--- src/rtl/ilv_block_fetch.sv ---
`timescale 1ns/1ps
module ilv_block_fetch #(
  parameter int DATA_W   = 32,
  parameter int ADDR_W   = 30,
  parameter int NBANKS   = 4,
  parameter int BANK_LAT = 25,
  localparam int IDX_W   = $clog2(NBANKS)
) (
  input  logic                     clk,
  input  logic                     rst_n,
  input  logic                     miss_req,
  input  logic [ADDR_W-1:0]        miss_addr,
  output logic                     miss_ready,
  output logic                     bank_rd,
  output logic [ADDR_W-1:0]        bank_addr,
  input  logic [NBANKS*DATA_W-1:0] bank_rdata,
  output logic                     ret_valid,
  output logic [DATA_W-1:0]        ret_data,
  output logic [IDX_W-1:0]         ret_idx,
  output logic                     ret_last
);
  localparam int CNT_W   = $clog2(BANK_LAT + 1);
  localparam int PENALTY = 1 + BANK_LAT + (NBANKS - 1) + 1;
  localparam int PEN_W   = $clog2(PENALTY + 2);
  localparam logic [CNT_W-1:0] CNT_END = CNT_W'(BANK_LAT - 1);
  localparam logic [IDX_W-1:0] IDX_END = IDX_W'(NBANKS - 1);

  typedef enum logic [1:0] {S_IDLE, S_SEND, S_WAIT, S_RET} st_t;

  st_t               state;
  logic [ADDR_W-1:0] addr_q;
  logic [CNT_W-1:0]  cnt;
  logic [IDX_W-1:0]  idx;
  logic [DATA_W-1:0] wbuf [NBANKS];

  wire accept  = miss_req && miss_ready;
  wire cap_now = (state == S_WAIT) && (cnt == CNT_END);

  assign ret_valid  = (state == S_RET);
  assign ret_last   = ret_valid && (idx == IDX_END);
  assign ret_idx    = idx;
  assign ret_data   = wbuf[idx];
  assign miss_ready = (state == S_IDLE) || ret_last;
  assign bank_rd    = (state == S_SEND);
  assign bank_addr  = addr_q;

  always_ff @(posedge clk) begin
    if (!rst_n) begin
      state  <= S_IDLE;
      addr_q <= '0;
      cnt    <= '0;
      idx    <= '0;
    end else begin
      case (state)
        S_IDLE: if (accept) begin
          state  <= S_SEND;
          addr_q <= miss_addr;
        end
        S_SEND: begin
          state <= S_WAIT;
          cnt   <= '0;
        end
        S_WAIT: if (cap_now) begin
          state <= S_RET;
          idx   <= '0;
        end else begin
          cnt <= cnt + 1'b1;
        end
        default: if (idx == IDX_END) begin
          if (accept) begin
            state  <= S_SEND;
            addr_q <= miss_addr;
          end else begin
            state <= S_IDLE;
          end
        end else begin
          idx <= idx + 1'b1;
        end
      endcase
    end
  end

  for (genvar b = 0; b < NBANKS; b++) begin : g_cap
    always_ff @(posedge clk) begin
      if (cap_now) wbuf[b] <= bank_rdata[b*DATA_W +: DATA_W];
    end
  end

  logic [PEN_W-1:0] pen_q;
  always_ff @(posedge clk) begin
    if (!rst_n)                pen_q <= '0;
    else if (accept)           pen_q <= PEN_W'(1);
    else if (state != S_IDLE)  pen_q <= pen_q + 1'b1;
  end


  acc_addr_chk: assert property (@(posedge clk) disable iff (!rst_n)
    accept |=> bank_rd && bank_addr == $past(miss_addr));

  rd_pulse_chk: assert property (@(posedge clk) disable iff (!rst_n)
    bank_rd |=> !bank_rd);

  order_chk: assert property (@(posedge clk) disable iff (!rst_n)
    ret_valid && !ret_last |=> ret_valid && ret_idx == IDX_W'($past(ret_idx) + 1'b1));

  first_chk: assert property (@(posedge clk) disable iff (!rst_n)
    $rose(ret_valid) |-> ret_idx == '0);

  last_chk: assert property (@(posedge clk) disable iff (!rst_n)
    ret_last |-> ret_valid && ret_idx == IDX_END);

  penalty_chk: assert property (@(posedge clk) disable iff (!rst_n)
    ret_last |-> pen_q == PEN_W'(PENALTY));

  busy_chk: assert property (@(posedge clk) disable iff (!rst_n)
    ret_valid && !ret_last |-> !miss_ready);

  no_rd_during_ret_chk: assert property (@(posedge clk) disable iff (!rst_n)
    bank_rd |-> !ret_valid && !miss_ready);
endmodule

--- config.mk ---
export PLATFORM = sky130hd
export DESIGN_NAME = ilv_block_fetch
export DESIGN_NICKNAME = d
export VERILOG_FILES = /design/src/rtl/ilv_block_fetch.sv
export SDC_FILE = /design/constraint.sdc
export NUM_CORES = 1
export LEC_CHECK = 0
export BUFFER_PORTS_ARGS = -buffer_cell sky130_fd_sc_hd__buf_2
export CAP_MARGIN = 0
export CORE_UTILIZATION = 45
export CTS_CLUSTER_SIZE = 14
export DETAILED_ROUTE_END_ITERATION = 8
export GPL_ROUTABILITY_DRIVEN = 1
export GPL_TIMING_DRIVEN = 0
export PLACE_DENSITY = 0.86
export SKIP_LAST_GASP = 1
export SLEW_MARGIN = 20
export SYNTH_ARGS = -nofsm -noshare
export SYNTH_HDL_FRONTEND = slang
export SYNTH_SLANG_ARGS = --single-unit
export TNS_END_PERCENT = 50
--- constraint.sdc ---
create_clock -name clk -period 7.2 [get_ports clk]
set_input_delay 1.44 -clock clk [delete_from_list [all_inputs] [get_ports clk]]
set_output_delay 1.44 -clock clk [all_outputs]
set_load 0.02 [all_outputs]
* Word level (Yosys, flattened, before mapping)
Memory sizes are Yosys's and may differ from the RTL's. A register that Yosys moved wholly into a read port is not among the register bits. Cells that the tools add are included.
Cells by class: bitwise operators 2, $add $sub $neg 2, equal/unequal tests 9, reduce and logical (&&, ||, !) cells 14, mux-type cells 17
Operators with widths (number):
- 30-bit 2-to-1 mux | 2
- 30-bit one-hot mux with 2 select lines | 1
- 2-bit 2-to-1 mux | 7
- 5-bit one-hot mux with 2 select lines | 1
- 2-bit inequality test, second input constant | 4
- 2-bit equality test, second input constant | 3
- 2-bit one-hot mux with 3 select lines | 1
- 3-bit AND reduction | 2
- 5-bit by 1-bit adder with 5-bit output, second input constant | 1
- 5-bit equality test, second input constant | 1
- 5-bit 2-to-1 mux | 1
- 2-bit one-hot mux with 2 select lines | 1
- 2-bit AND reduction | 2
- 2-bit nonzero test | 2
- 4-bit nonzero test | 1
- 2-bit OR reduction | 2
- 1-bit logical AND | 3
- 1-bit 2-to-1 mux | 3
- 2-bit by 1-bit adder with 2-bit output, second input constant | 1
- 2-bit by 1-bit equality test with 1-bit output, second input constant | 1
- 2-bit zero test | 1
- 1-bit inverter | 2
- 1-bit logical OR | 1
Word-level totals: RAM bits 128, logic and storage cells 49, bits in registers 39, memories kept 1
Memory list:
- wbuf | words 4, bits a word 32, rd ports 1, clocked after memory_dff 1, write ports 4, RTL line 34 | logic [DATA_W-1:0] wbuf [NBANKS];

* Logic depth before layout (Yosys ltp)
word-level depth 7, gate-level depth with buffers 7, mapped depth without buffers 6

* Worst setup path before layout
Ideal clock, no wire load.
kind reg2reg, start register state[0], end memory wbuf[0][0] (enable), cell stages (with the launch flop) 7, arrival time 6253 ps, clock period less this slack 6870 ps, data required time 6583 ps, buffers on the path 2, library setup time 617 ps, path slack 330 ps, cell sequence dfxtp_1 > inv_1 > ha_1 > buf_2 > buf_2 > inv_1 > nor2_1
RTL lines:
- start, declared | RTL line 30 | st_t state;
- start signal, assigned | RTL line 49 | state <= S_IDLE;
- start signal, assigned | RTL line 56 | state <= S_SEND;
- start signal, assigned | RTL line 60 | state <= S_WAIT;
- end, declared | RTL line 34

==> impl_metrics.py <==
metrics = {
    "yosys": {
        "synth_area_per_cell_um2": 17.0,
        "ys.warnings.count": 0,
        "ys_ff_latch": 169,
        "synthesis.instances": 377,
        "yosys.area.top_type_share": 0.601,
        "post_synthesis_instance_area_um2": 6400,
        "synth_top_cell_by_area": "edfxtp_1",
        "asyncSetResetFlopFracSynth": 0,
        "synth-edff-count": 128,
        "ys_top_cells_by_count": "edfxtp_1, dfxtp_1, o21ai_0",
        "ys.flop_type": "edfxtp_1",
        "postSynthNetCount": 545,
        "netlist_top_cells_area": "edfxtp_1, dfxtp_1, mux4_2",
        "post_synth_num_cell_types": 33,
        "synth_most_common_cell": "edfxtp_1",
        "ys_seq_area_frac": 0.729,
    },
    "power": {
        "ir_worst_vdd_v": 0.000266,
        "total_power_w": 0.00287,
        "pwr_density_cell_nw_per_um2": 336,
        "power.static_leakage_nw": 3.28,
    },
    "critical_path": {
        "worstPathRequired_ns": 5.76,
        "worstPathBufferInverterCount": 2,
        "cp-end-kind": "output port",
        "crit_path_top_delay_cell": "buf_1",
        "rr_endpoint": "wbuf[1][13]",
        "timing.setup.critical_path_class": "flop to output port",
        "worstPathCellList": "buf_1 > mux4_2 > buf_2",
        "worstReg2RegStart": "state[0]",
        "slowest_delay_ns": 0.55,
        "crit_arrival_ns": 2.07,
        "rr_worst_depth": 9,
        "worst_path_dominant_cell_family": "buffers and inverters",
        "critical_path_startpoint_category": "flop",
        "r2r_setup_slack_ns": 4.81,
        "critical_path_peak_fanout": 10,
    },
    "clock_network": {
        "clock_latency_ns": 0.42,
        "cts_max_path_buffers": 2,
        "cts.htree.levels": 4,
        "hold_buffers": 0,
        "tritoncts": "yes",
        "clock_sink_count": 169,
        "cts_made_buffers": 17,
        "post_cts.repair.setup_buffers": 0,
        "cts-root-buf": "clkbuf_16",
        "ctsResizeCount": 0,
        "clkTransAtPathRegs_ns": 0.06,
    },
    "cells_and_area": {
        "postLayoutCellArea_um2": 8550,
        "fill_cells": 1054,
        "post_route_cells_drive_above_1_share": 0.493,
        "fin_cells": 822,
        "relative_area_change_from_synthesis_to_final_layout_pct": 33.7,
        "final_net_count": 796,
    },
    "drt": {
        "dr_total_vias": 4375,
        "drt_pre_antenna_iters": 7,
        "final_antenna_net_count": 0,
        "iter_0_drt_violations": 260,
        "route.final.wire_length_um": 15700,
        "drt-wirelength-per-cell_um": 19.1,
        "drc": 0,
        "vias_per_cell": 5.32,
    },
    "floorplan": {
        "num_io_pins": 229,
        "die_width_um": 121,
        "core_area_um2": 13900,
        "design.die.area_um2": 14700,
        "fp-row-count": 43,
        "floorplan.initialDensity": 0.461,
        "die_h_um": 121,
    },
    "placed_design": {
        "buffer_ports.inserted": 227,
        "place_hpwl_um": 11400,
        "place_worst_setup_slack_ns": 4.10,
        "routabilityCongestion": 0.904,
        "dp.cells": 789,
        "detailed_place.area_um2": 7890,
    },
    "min_path": {
        "whs_endpoint": "bank_addr[5]",
        "hold_path_startpoint": "bank_addr[5]",
        "worst_hold_depth": 2,
        "hold_wc_path_type": "flop to flop",
    },
    "timing": {
        "setup_violations": 0,
        "clock-skew-final_ns": 0.00965,
        "hold_viol_final": 0,
        "holdWs_ns": 0.478,
        "layout_min_cycle_time_ns": 3.51,
        "finalMaxSlewViolations": 0,
        "unrepaired_setup_endpoints_after_global_routing": "false",
        "worst_pin_slew_ns": 0.656,
        "final_period_utilization": 0.488,
        "finalWorstSetupSlack_ns": 3.69,
        "relSlewSlack": 0.563,
        "timing.fmax_ghz": 0.285,
    },
    "global_route": {
        "vias_in_the_first_global_route": 4523,
        "antenna_found_initial": 1,
        "gr-usage-all-layers": 0.220,
        "grt_start_max_net_pins": 33,
        "remaining_global_route_overflow": 0,
        "first_pass_grt_wire_length_um": 23600,
    },
    "outcome": {
        "run_status": "complete, no violations",
    },
    "flow_run": {
        "drv_cap": 0,
    },
}
[cells in the final DEF (no fill, tap or decap), types with 7 or more instances in the layout]
| master | n |
|---|---|
| a21oi_1 | 35 |
| buf_2 | 234 |
| clkbuf_16 | 17 |
| dfxtp_1 | 41 |
| edfxtp_1 | 128 |
| ha_1 | 7 |
| inv_1 | 7 |
| mux4_2 | 32 |
| nand3_1 | 33 |
| o21ai_0 | 37 |
[cells by family after synthesis]
group / synth area share
mux: 0.119
simple gates: 0.0452
buf+inv: 0.0231
flops: 0.729
compound gates: 0.0696
fa+ha+maj: 0.0137
[routing by layer]
| layer | share of wire | routed length [um] | GRT usage |
|---|---|---|---|
| met4 | 0.016 | 246 | 0.0772 |
| met2 | 0.53 | 8340 | 0.402 |
| met1 | 0.35 | 5470 | 0.227 |
| met3 | 0.11 | 1670 | 0.0869 |
| met5 | 0 | 0 | 0 |
[layout make-up]
| class | instances | area, um2 | area share |
|---|---|---|---|
| Inverter | 8 | 30.0 | 0.00351 |
| Sequential cell | 169 | 4660 | 0.546 |
| Multi-Input combinational cell | 175 | 1590 | 0.186 |
| Buffer | 25 | 118 | 0.0138 |
| Antenna cell | 1 | 2.50 | 0.000293 |
| Clock buffer | 17 | 425 | 0.0498 |
| Clock inverter | 15 | 234 | 0.0274 |
| Timing Repair Buffer | 232 | 1260 | 0.147 |
| Tap cell | 180 | 225 | 0.0263 |
[through the flow]
step / setup TNS, ns / utilization
after floorplan: 0 / -
after global placement: -167.08 / 0.559
after detailed placement: 0 / 0.568
after CTS: 0 / 0.616
after global routing: 0 / 0.616
final: 0 / 0.616
[where the power goes]
part / total (W) / internal [W] / switching (W)
Clock: 0.00101 / 0.000623 / 0.000387
Sequential: 0.00114 / 0.00110 / 0.0000348
Combinational: 0.000728 / 0.000281 / 0.000447
[sequential cells by signal, summed over array words and instances, names as in the netlist, named ones only]
register	count
cnt	5
state	2
bank_addr	30
ret_idx	2
wbuf	128
[worst min-delay path, cell delays in order, from the launching register on]
cell and delay (ns):
dfxtp_1 0.31, o21ai_0 0.06, a21oi_1 0.06
[worst max path at each step]
stage,slack [ns],cells after the start,end,start
2_1_floorplan,0.33,6,wbuf[0][0],state[0]
3_3_place_gp,-1.31,6,wbuf[3][11],state[0]
3_5_place_dp,4.10,3,ret_data[0],flop
4_1_cts,3.64,3,ret_data[21],flop
5_1_grt,3.54,6,miss_ready,state[0]
6_report,3.69,3,ret_data[21],flop
No activity file was read; power rests on OpenSTA's default activity.
